`config.mk`:
```
export PLATFORM = sky130hd
export DESIGN_NAME = cdirty_tracker
export DESIGN_NICKNAME = d
export VERILOG_FILES = /design/src/rtl/cdirty_pkg.sv /design/src/rtl/cdirty_ctrl.sv /design/src/rtl/cdirty_datapath.sv /design/src/rtl/cdirty_tracker.sv
export SDC_FILE = /design/constraint.sdc
export NUM_CORES = 1
export LEC_CHECK = 0
export BUFFER_PORTS_ARGS = -buffer_cell sky130_fd_sc_hd__buf_2
export CORE_UTILIZATION = 31
export DETAILED_ROUTE_END_ITERATION = 7
export MAX_ROUTING_LAYER = met4
export PLACE_DENSITY = 0.88
export SLEW_MARGIN = 20
export SYNTH_ARGS = -nofsm -noshare
export SYNTH_HDL_FRONTEND = slang
export SYNTH_SLANG_ARGS = --single-unit
```
`constraint.sdc`:
```
create_clock -name clk -period 1 [get_ports clk]
set_input_delay 0.2 -clock clk [delete_from_list [all_inputs] [get_ports clk]]
set_output_delay 0.2 -clock clk [all_outputs]
set_load 0.05 [all_outputs]
```
`src/rtl/cdirty_pkg.sv`:
```
package cdirty_pkg;
  localparam int NUM_WORLDS = 2;
  localparam int SEC_IDX = 0;
  localparam int NSEC_IDX = 1;

  typedef struct packed {
    logic [NUM_WORLDS-1:0] setBank;
    logic [NUM_WORLDS-1:0] clrBank;
    logic readStb;
    logic undefStb;
    logic readNs;
  } strobe_t;
endpackage

```
`src/rtl/cdirty_ctrl.sv`:
```
module cdirty_ctrl
  import cdirty_pkg::*;
#(
  parameter int OP1_W = 3,
  parameter int CRN_W = 4,
  parameter int CRM_W = 4,
  parameter int OP2_W = 3,
  parameter logic [OP1_W-1:0] SEL_OP1 = 0,
  parameter logic [CRN_W-1:0] SEL_CRN = 7,
  parameter logic [CRM_W-1:0] SEL_CRM = 10,
  parameter logic [OP2_W-1:0] SEL_OP2 = 6
) (
  input  logic clk,
  input  logic rstN,
  input  logic storeDirty,
  input  logic storeNs,
  input  logic storeTargetNs,
  input  logic maintDone,
  input  logic maintNs,
  input  logic reqValid,
  input  logic reqWrite,
  input  logic [OP1_W-1:0] reqOp1,
  input  logic [CRN_W-1:0] reqCrn,
  input  logic [CRM_W-1:0] reqCrm,
  input  logic [OP2_W-1:0] reqOp2,
  input  logic reqPriv,
  input  logic reqNs,
  output strobe_t strb
);
  logic addrHit;

  always_comb begin
    addrHit = reqValid && (reqOp1 == SEL_OP1) && (reqCrn == SEL_CRN)
              && (reqCrm == SEL_CRM) && (reqOp2 == SEL_OP2);
    strb = '0;
    strb.readStb  = addrHit && !reqWrite && reqPriv;
    strb.undefStb = addrHit && (reqWrite || !reqPriv);
    strb.readNs   = reqNs;
    // any dirty-marking store reaches the secure copy
    strb.setBank[SEC_IDX]  = storeDirty;
    strb.setBank[NSEC_IDX] = storeDirty && (storeNs || storeTargetNs);
    // secure maintenance reaches both copies, non-secure only its own
    strb.clrBank[NSEC_IDX] = maintDone;
    strb.clrBank[SEC_IDX]  = maintDone && !maintNs;
  end

  // a purely secure store never touches the non-secure copy
  assert_sec_store_local_R8: assert property (@(posedge clk) disable iff (!rstN)
    (storeDirty && !storeNs && !storeTargetNs) |-> !strb.setBank[NSEC_IDX]);
  // non-secure maintenance never clears the secure copy
  assert_ns_maint_local_R9: assert property (@(posedge clk) disable iff (!rstN)
    (maintDone && maintNs) |-> !strb.clrBank[SEC_IDX]);
endmodule

```
`src/rtl/cdirty_datapath.sv`:
```
module cdirty_datapath
  import cdirty_pkg::*;
#(
  parameter int DATA_W = 32
) (
  input  logic clk,
  input  logic rstN,
  input  strobe_t strb,
  output logic rspValid,
  output logic [DATA_W-1:0] rspData,
  output logic rspUndef
);
  logic [NUM_WORLDS-1:0] dirtyBank;

  always_ff @(posedge clk or negedge rstN) begin
    if (!rstN) begin
      dirtyBank <= '0;
    end else begin
      for (int w = 0; w < NUM_WORLDS; w++) begin
        if (strb.setBank[w])      dirtyBank[w] <= 1'b1;
        else if (strb.clrBank[w]) dirtyBank[w] <= 1'b0;
      end
    end
  end

  always_ff @(posedge clk or negedge rstN) begin
    if (!rstN) begin
      rspValid <= 1'b0;
      rspUndef <= 1'b0;
      rspData  <= '0;
    end else begin
      rspValid <= strb.readStb;
      rspUndef <= strb.undefStb;
      rspData  <= strb.readStb
                  ? {{(DATA_W-1){1'b0}}, dirtyBank[strb.readNs ? NSEC_IDX : SEC_IDX]}
                  : '0;
    end
  end

  // never both response kinds at once
  assert_rsp_exclusive_R5: assert property (@(posedge clk) disable iff (!rstN)
    !(rspValid && rspUndef));
  // upper bits of a read word are zero
  assert_upper_zero_R2: assert property (@(posedge clk) disable iff (!rstN)
    rspValid |-> (rspData[DATA_W-1:1] == '0));
  // a set always lands, even against a clear
  assert_set_wins_sec_R12: assert property (@(posedge clk) disable iff (!rstN)
    strb.setBank[SEC_IDX] |=> dirtyBank[SEC_IDX]);
  assert_set_wins_ns_R12: assert property (@(posedge clk) disable iff (!rstN)
    strb.setBank[NSEC_IDX] |=> dirtyBank[NSEC_IDX]);
  // the non-secure copy being dirty implies the secure copy is dirty
  assert_ns_implies_sec_R10: assert property (@(posedge clk) disable iff (!rstN)
    dirtyBank[NSEC_IDX] |-> dirtyBank[SEC_IDX]);
  // no event, no change
  assert_hold_R11: assert property (@(posedge clk) disable iff (!rstN)
    (strb.setBank == '0 && strb.clrBank == '0) |=> $stable(dirtyBank));
endmodule

```
`src/rtl/cdirty_tracker.sv`:
```
module cdirty_tracker
  import cdirty_pkg::*;
#(
  parameter int DATA_W = 32,
  parameter int OP1_W = 3,
  parameter int CRN_W = 4,
  parameter int CRM_W = 4,
  parameter int OP2_W = 3
) (
  input  logic clk,
  input  logic rstN,
  input  logic storeDirty,
  input  logic storeNs,
  input  logic storeTargetNs,
  input  logic maintDone,
  input  logic maintNs,
  input  logic reqValid,
  input  logic reqWrite,
  input  logic [OP1_W-1:0] reqOp1,
  input  logic [CRN_W-1:0] reqCrn,
  input  logic [CRM_W-1:0] reqCrm,
  input  logic [OP2_W-1:0] reqOp2,
  input  logic reqPriv,
  input  logic reqNs,
  output logic rspValid,
  output logic [DATA_W-1:0] rspData,
  output logic rspUndef
);
  strobe_t strb;

  cdirty_ctrl #(
    .OP1_W(OP1_W), .CRN_W(CRN_W), .CRM_W(CRM_W), .OP2_W(OP2_W)
  ) u_ctrl (
    .clk(clk), .rstN(rstN),
    .storeDirty(storeDirty), .storeNs(storeNs), .storeTargetNs(storeTargetNs),
    .maintDone(maintDone), .maintNs(maintNs),
    .reqValid(reqValid), .reqWrite(reqWrite),
    .reqOp1(reqOp1), .reqCrn(reqCrn), .reqCrm(reqCrm), .reqOp2(reqOp2),
    .reqPriv(reqPriv), .reqNs(reqNs),
    .strb(strb)
  );

  cdirty_datapath #(.DATA_W(DATA_W)) u_dp (
    .clk(clk), .rstN(rstN), .strb(strb),
    .rspValid(rspValid), .rspData(rspData), .rspUndef(rspUndef)
  );
endmodule

```
==> out/metrics.cfg, run 1 <==
[outcome]
status=complete, no violations

[layout]
final_cell_area_sq_um=569.3
fillers=140
final_common_cell=conb_1
multi_input_comb_area_sq_um=239.0
postLayoutCoreUtil_pct=41.18
final_cell_mix=31 x conb_1, 24 x buf_2, 5 x dfrtp_1
insertedDiodeCount=0
regArea_sq_um=125.1
drive_above_1_share_pct=39.76
area_growth_pct=16.67
fin_cells=98
num-nets-final=109

[yosys]
synth.cell_area_sq_um=488.0
ys_seq_area_share_pct=25.64
synth-edff-count=0
synth_top_cell_area_share_pct=47.69
yosysUniqueCellTypes=15
yosys_warnings=0
synth_area_leaders=buf_4 48%, dfrtp_1 26%, and4bb_1 5.1%
yosys.area.top_type=buf_4
yosys_register_bits=5
async_flop_share_pct=100.0
synth_cells=52
ys.flop_type=dfrtp_1
syn_avg_cell_area_sq_um=9.384

[global_routing]
antenna_found_initial=0
grt_pass1_wl_um=1097
grt_pass1_vias=286
track_usage_pct=9.564
grt_max_degree=6
overflow=0

[routing]
antenna_left=0
met2_length_um=400
drc=0
routed_wirelength_um=785
dr.pass1.iters=2
dr.max_layer_used=met4
drtIter0Drc=3
wl_met1_um=226
vias=351
wire_per_inst_um=8.010
wl_met3_um=134
viasPerCell=3.582

[clock_network]
clk_latency_ns=0.24
path_clk_slew_ns=0.04
cts_tree=yes
cts_buffers=3
clockRootBuffer=clkbuf_4
clockBufferDepth=2
cts_sinks=5
cts_setup_buffers=0
htree_num_levels=1

[power_and_ir_drop]
leakage_nw=0.3511
ir_drop_v=0.0004848
power_mw=0.7737
powerDensity_nw_per_um2=1359

[place]
post-dp-hpwl_um=699.8
globalplace.congestion=0.6967
placedCellCount=93
portBuffers=27
post_dp_cell_area_sq_um=521.8

[sta]
period_minus_slack_ns=0.9770
grt_setup_unrepaired=no
slew_violations=0
finalSetupViolations=0
hold_viol=0
finalCritPeriodShare_pct=97.70
tns_ns=0
finalClockSkew_ns=0.001669
fmax_mhz=1024

[worst_setup_path]
startpoint_type=register
r2r_cells=2
critPathLaunch=u_dp.rspUndef$_DFF_PN0_
crit_required_ns=0.80
path_cells=buf_4
slowest_stage=dfrtp_1
cpLargestDelayFamily=flip-flops
endpoint=rspUndef
crit_buf_inv=1
reg2reg_slack_ns=0.26
crit_type=reg2out
critPathMaxStageDelay_ns=0.35
worst-path-max-fanout=1
r2r_end=u_dp.rspData[0]$_DFF_PN0_
critPathCaptureType=primary output
r2r-start=u_dp.dirtyBank[1]$_DFFE_PN0P_
arrival_ns=0.78
cp_num_cells=1

[die]
fp.dieW_um=41.68
die_area_sq_um=1737
die_h_um=41.68
num_rows=13
core_region_area_sq_um=1383
start_util_pct=35.29
io-pin-count=59

[run]
maxCapViolCount=0

[hold_path]
hold_class=in2reg

cells in the mapped netlist, types with 2 or more instances:
cell type / number
and4bb_1: 2
buf_4: 31
dfrtp_1: 5
nand2b_1: 2
o21ai_0: 2
layer usage:
metal | up-vias | global-route usage [%]
li1 | 167 | -
met1 | 143 | 7.796
met2 | 37 | 14.69
met3 | 4 | 3.913
met4 | 0 | 11.61
met5 | - | -
how the worst min path moves through the flow:
stage / from / end / slack, ns / cells after the start
finish: storeDirty / u_dp.dirtyBank[0]$_DFFE_PN0P_ / 0.15 / 2
detailed placement: rstN / u_dp.dirtyBank[1]$_DFFE_PN0P_ / 0.02 / 1
CTS: storeDirty / u_dp.dirtyBank[0]$_DFFE_PN0P_ / 0.15 / 2
floorplan: rstN / u_dp.dirtyBank[0]$_DFFE_PN0P_ / -0.1 / 0
global placement: rstN / u_dp.dirtyBank[0]$_DFFE_PN0P_ / 0.01 / 1
global route: storeDirty / u_dp.dirtyBank[0]$_DFFE_PN0P_ / 0.15 / 2
kinds of logic after synthesis:
logic type,Yosys count,synth area share [%]
buffers and inverters,32,48.46
AND/OR/NAND/NOR,10,19.49
flip-flops,5,25.64
AO/OA/AOI/OAI,3,3.590
multiplexers,1,2.051
other,1,0.7685
state kept, by name, summed over array words and instances (netlist names):
register / flops
u_dp.dirtyBank: 2
u_dp.rspData: 1
u_dp.rspUndef: 1
u_dp.rspValid: 1
power breakdown:
part	switching, mW	total, mW	internal [mW]
sequential	0.00381	0.213	0.210
clock	0.0782	0.229	0.151
combinational	0.282	0.331	0.0490
total	0.364	0.774	0.409
what timing repair did:
item	CTS	global route
pin swaps	0	0
endpoints found under the setup margin	3	1
endpoints found under the hold margin	5	0
hold buffers	1	0
gates resized for setup	3	1
area by class of cell:
type,count,area share [%]
inverter,1,0.6593
multi-input combinational,45,41.98
sequential,5,21.98
timing repair buffer,28,27.47
tap,15,3.297
clock buffer,4,4.615
per-stage QoR:
step | setup WS (ns) | hold WS (ns)
2_1_floorplan | 0.1971 | -0.09559
6_report | 0.02303 | 0.1535
5_1_grt | 0.002751 | 0.1511
3_5_place_dp | 0.06036 | 0.01804
3_3_place_gp | 0.07360 | 0.01278
4_1_cts | 0.002794 | 0.1503
Power figures use the tool's default switching activity.
==> run 2, diff against run 1 <==
- CTS_CLUSTER_DIAMETER: unset -> 150
- MAX_ROUTING_LAYER: met4 -> unset
==> out/metrics.cfg, run 2 (synthesis gave the netlist of run 1 again) <==
[sta]
finalCritPeriodShare_pct=97.69
setup_ws_ns=0.02305
finalClockSkew_ns=0.001669
hold_viol=0
grt_setup_unrepaired=no
slew_violations=0
period_minus_slack_ns=0.9769
tns_ns=0
finalSetupViolations=0
fmax_mhz=1024

[layout]
largest_reg_flops=2
postLayoutCoreUtil_pct=41.18
final_common_cell=conb_1
area_growth_pct=16.67
fin_cells=98
num-nets-final=109
regMostFlops=u_dp.dirtyBank
drive_above_1_share_pct=39.76
insertedDiodeCount=0
final_cell_mix=31 x conb_1, 24 x buf_2, 5 x dfrtp_1

[run]
maxCapViolCount=0

[routing]
dr.pass1.iters=2
routed_wirelength_um=785
drc=0
vias=351
drtIter0Drc=3
antenna_left=0
viasPerCell=3.582
wire_per_inst_um=8.010

[worst_setup_path]
path_cells=buf_4
slowest_stage=dfrtp_1
startpoint_type=register
critPathCaptureType=primary output
cpLargestDelayFamily=flip-flops
crit_required_ns=0.80
crit_buf_inv=1
worst-path-max-fanout=1
critPathMaxStageDelay_ns=0.35
crit_type=reg2out
arrival_ns=0.78

[power_and_ir_drop]
power_mw=0.7736
leakage_nw=0.3511
clkPwrFrac_pct=29.6
ir_drop_v=0.0004848
power_frac_comb_pct=42.8
seqPwrFrac_pct=27.6
internal-power_mw=0.4092
switching_share_pct=47.11
powerDensity_nw_per_um2=1359
power.switching_mw=0.3645

[outcome]
status=complete, no violations

[clock_network]
cts_buffers=3
path_clk_slew_ns=0.04
cts_tree=yes
clk_latency_ns=0.24
htree_num_levels=1
cts_sinks=5
clockBufferDepth=2
cts_setup_buffers=0
clockRootBuffer=clkbuf_4

[hold_path]
hold_class=in2reg

[global_routing]
grt_pass1_wl_um=1090
overflow=0
grt_max_degree=6
antenna_found_initial=0
grt_pass1_vias=286
track_usage_pct=9.304

[place]
placedCellCount=93
pre_cts_slack_ns=0.06036
globalplace.congestion=0.6895
portBuffers=27
post-dp-hpwl_um=699.8

[die]
fp.dieW_um=41.68
io-pin-count=59
die_h_um=41.68
start_util_pct=35.29
die_area_sq_um=1737
core_region_area_sq_um=1383
num_rows=13

==> run 2: cell counts in the layout (fill, tap and decap cells not counted) <==
No cell type changed its count.
==> run 2: layout make-up <==
type / instances / area, sq um
fillers: 140 / 813.3
multi-input cells: 45 / 239.0
repair buffers: 28 / 156.4
flip-flops and latches: 5 / 125.1
clock buffers: 4 / 26.28
well taps: 15 / 18.77
inverters: 1 / 3.754
==> run 2: final timing paths <==
kind	slack (ns)	depth (start not counted)	start	to
setup reg to reg	0.26	2	u_dp.dirtyBank[1]$_DFFE_PN0P_	u_dp.rspData[0]$_DFF_PN0_
hold reg to reg	0.49	1	u_dp.dirtyBank[0]$_DFFE_PN0P_	u_dp.dirtyBank[0]$_DFFE_PN0P_
min in group asynchronous	0.32	2	rstN	u_dp.rspUndef$_DFF_PN0_
setup / recovery	0.02	1	u_dp.rspUndef$_DFF_PN0_	rspUndef
max in group asynchronous	0.55	2	rstN	u_dp.dirtyBank[0]$_DFFE_PN0P_
hold / removal	0.15	2	storeDirty	u_dp.dirtyBank[0]$_DFFE_PN0P_
==> run 2: worst register-to-register path, delay by kind of cell, from the launching register on <==
kind             cells  cell delay, ns
AND/OR/NAND/NOR      1            0.05
flip-flops           1            0.38
multiplexers         1            0.20
==> run 2: repair_timing <==
item | 4_1_cts | 5_1_grt
endpoints found under the setup margin | 3 | 1
hold buffers | 1 | 0
endpoints found under the hold margin | 5 | 0
resized for setup | 3 | 1
==> run 2: metal layers <==
metal	wire [um]	GRT usage [%]	vias up
li1	-	-	167
met1	226	7.796	143
met2	400	14.69	37
met3	134	3.913	4
met4	25	11.61	0
met5	0	0	-
==> run 2: metrics by stage <==
step,instance area [sq um],hold slack (ns)
2_1_floorplan,600.6,-0.09559
3_3_place_gp,521.8,0.01278
3_5_place_dp,521.8,0.01804
4_1_cts,565.5,0.1503
5_1_grt,569.3,0.1511
6_report,569.3,0.1535
==> run 2: power groups by stage <==
stage | Sequential (mW) | Combinational [mW] | Clock, mW
after global routing | 0.214 | 0.346 | 0.256
after detailed placement | 0.216 | 0.327 | 0
final | 0.213 | 0.331 | 0.229
after global placement | 0.215 | 0.324 | 0
after floorplan | 0.215 | 0.368 | 0
after CTS | 0.213 | 0.330 | 0.241
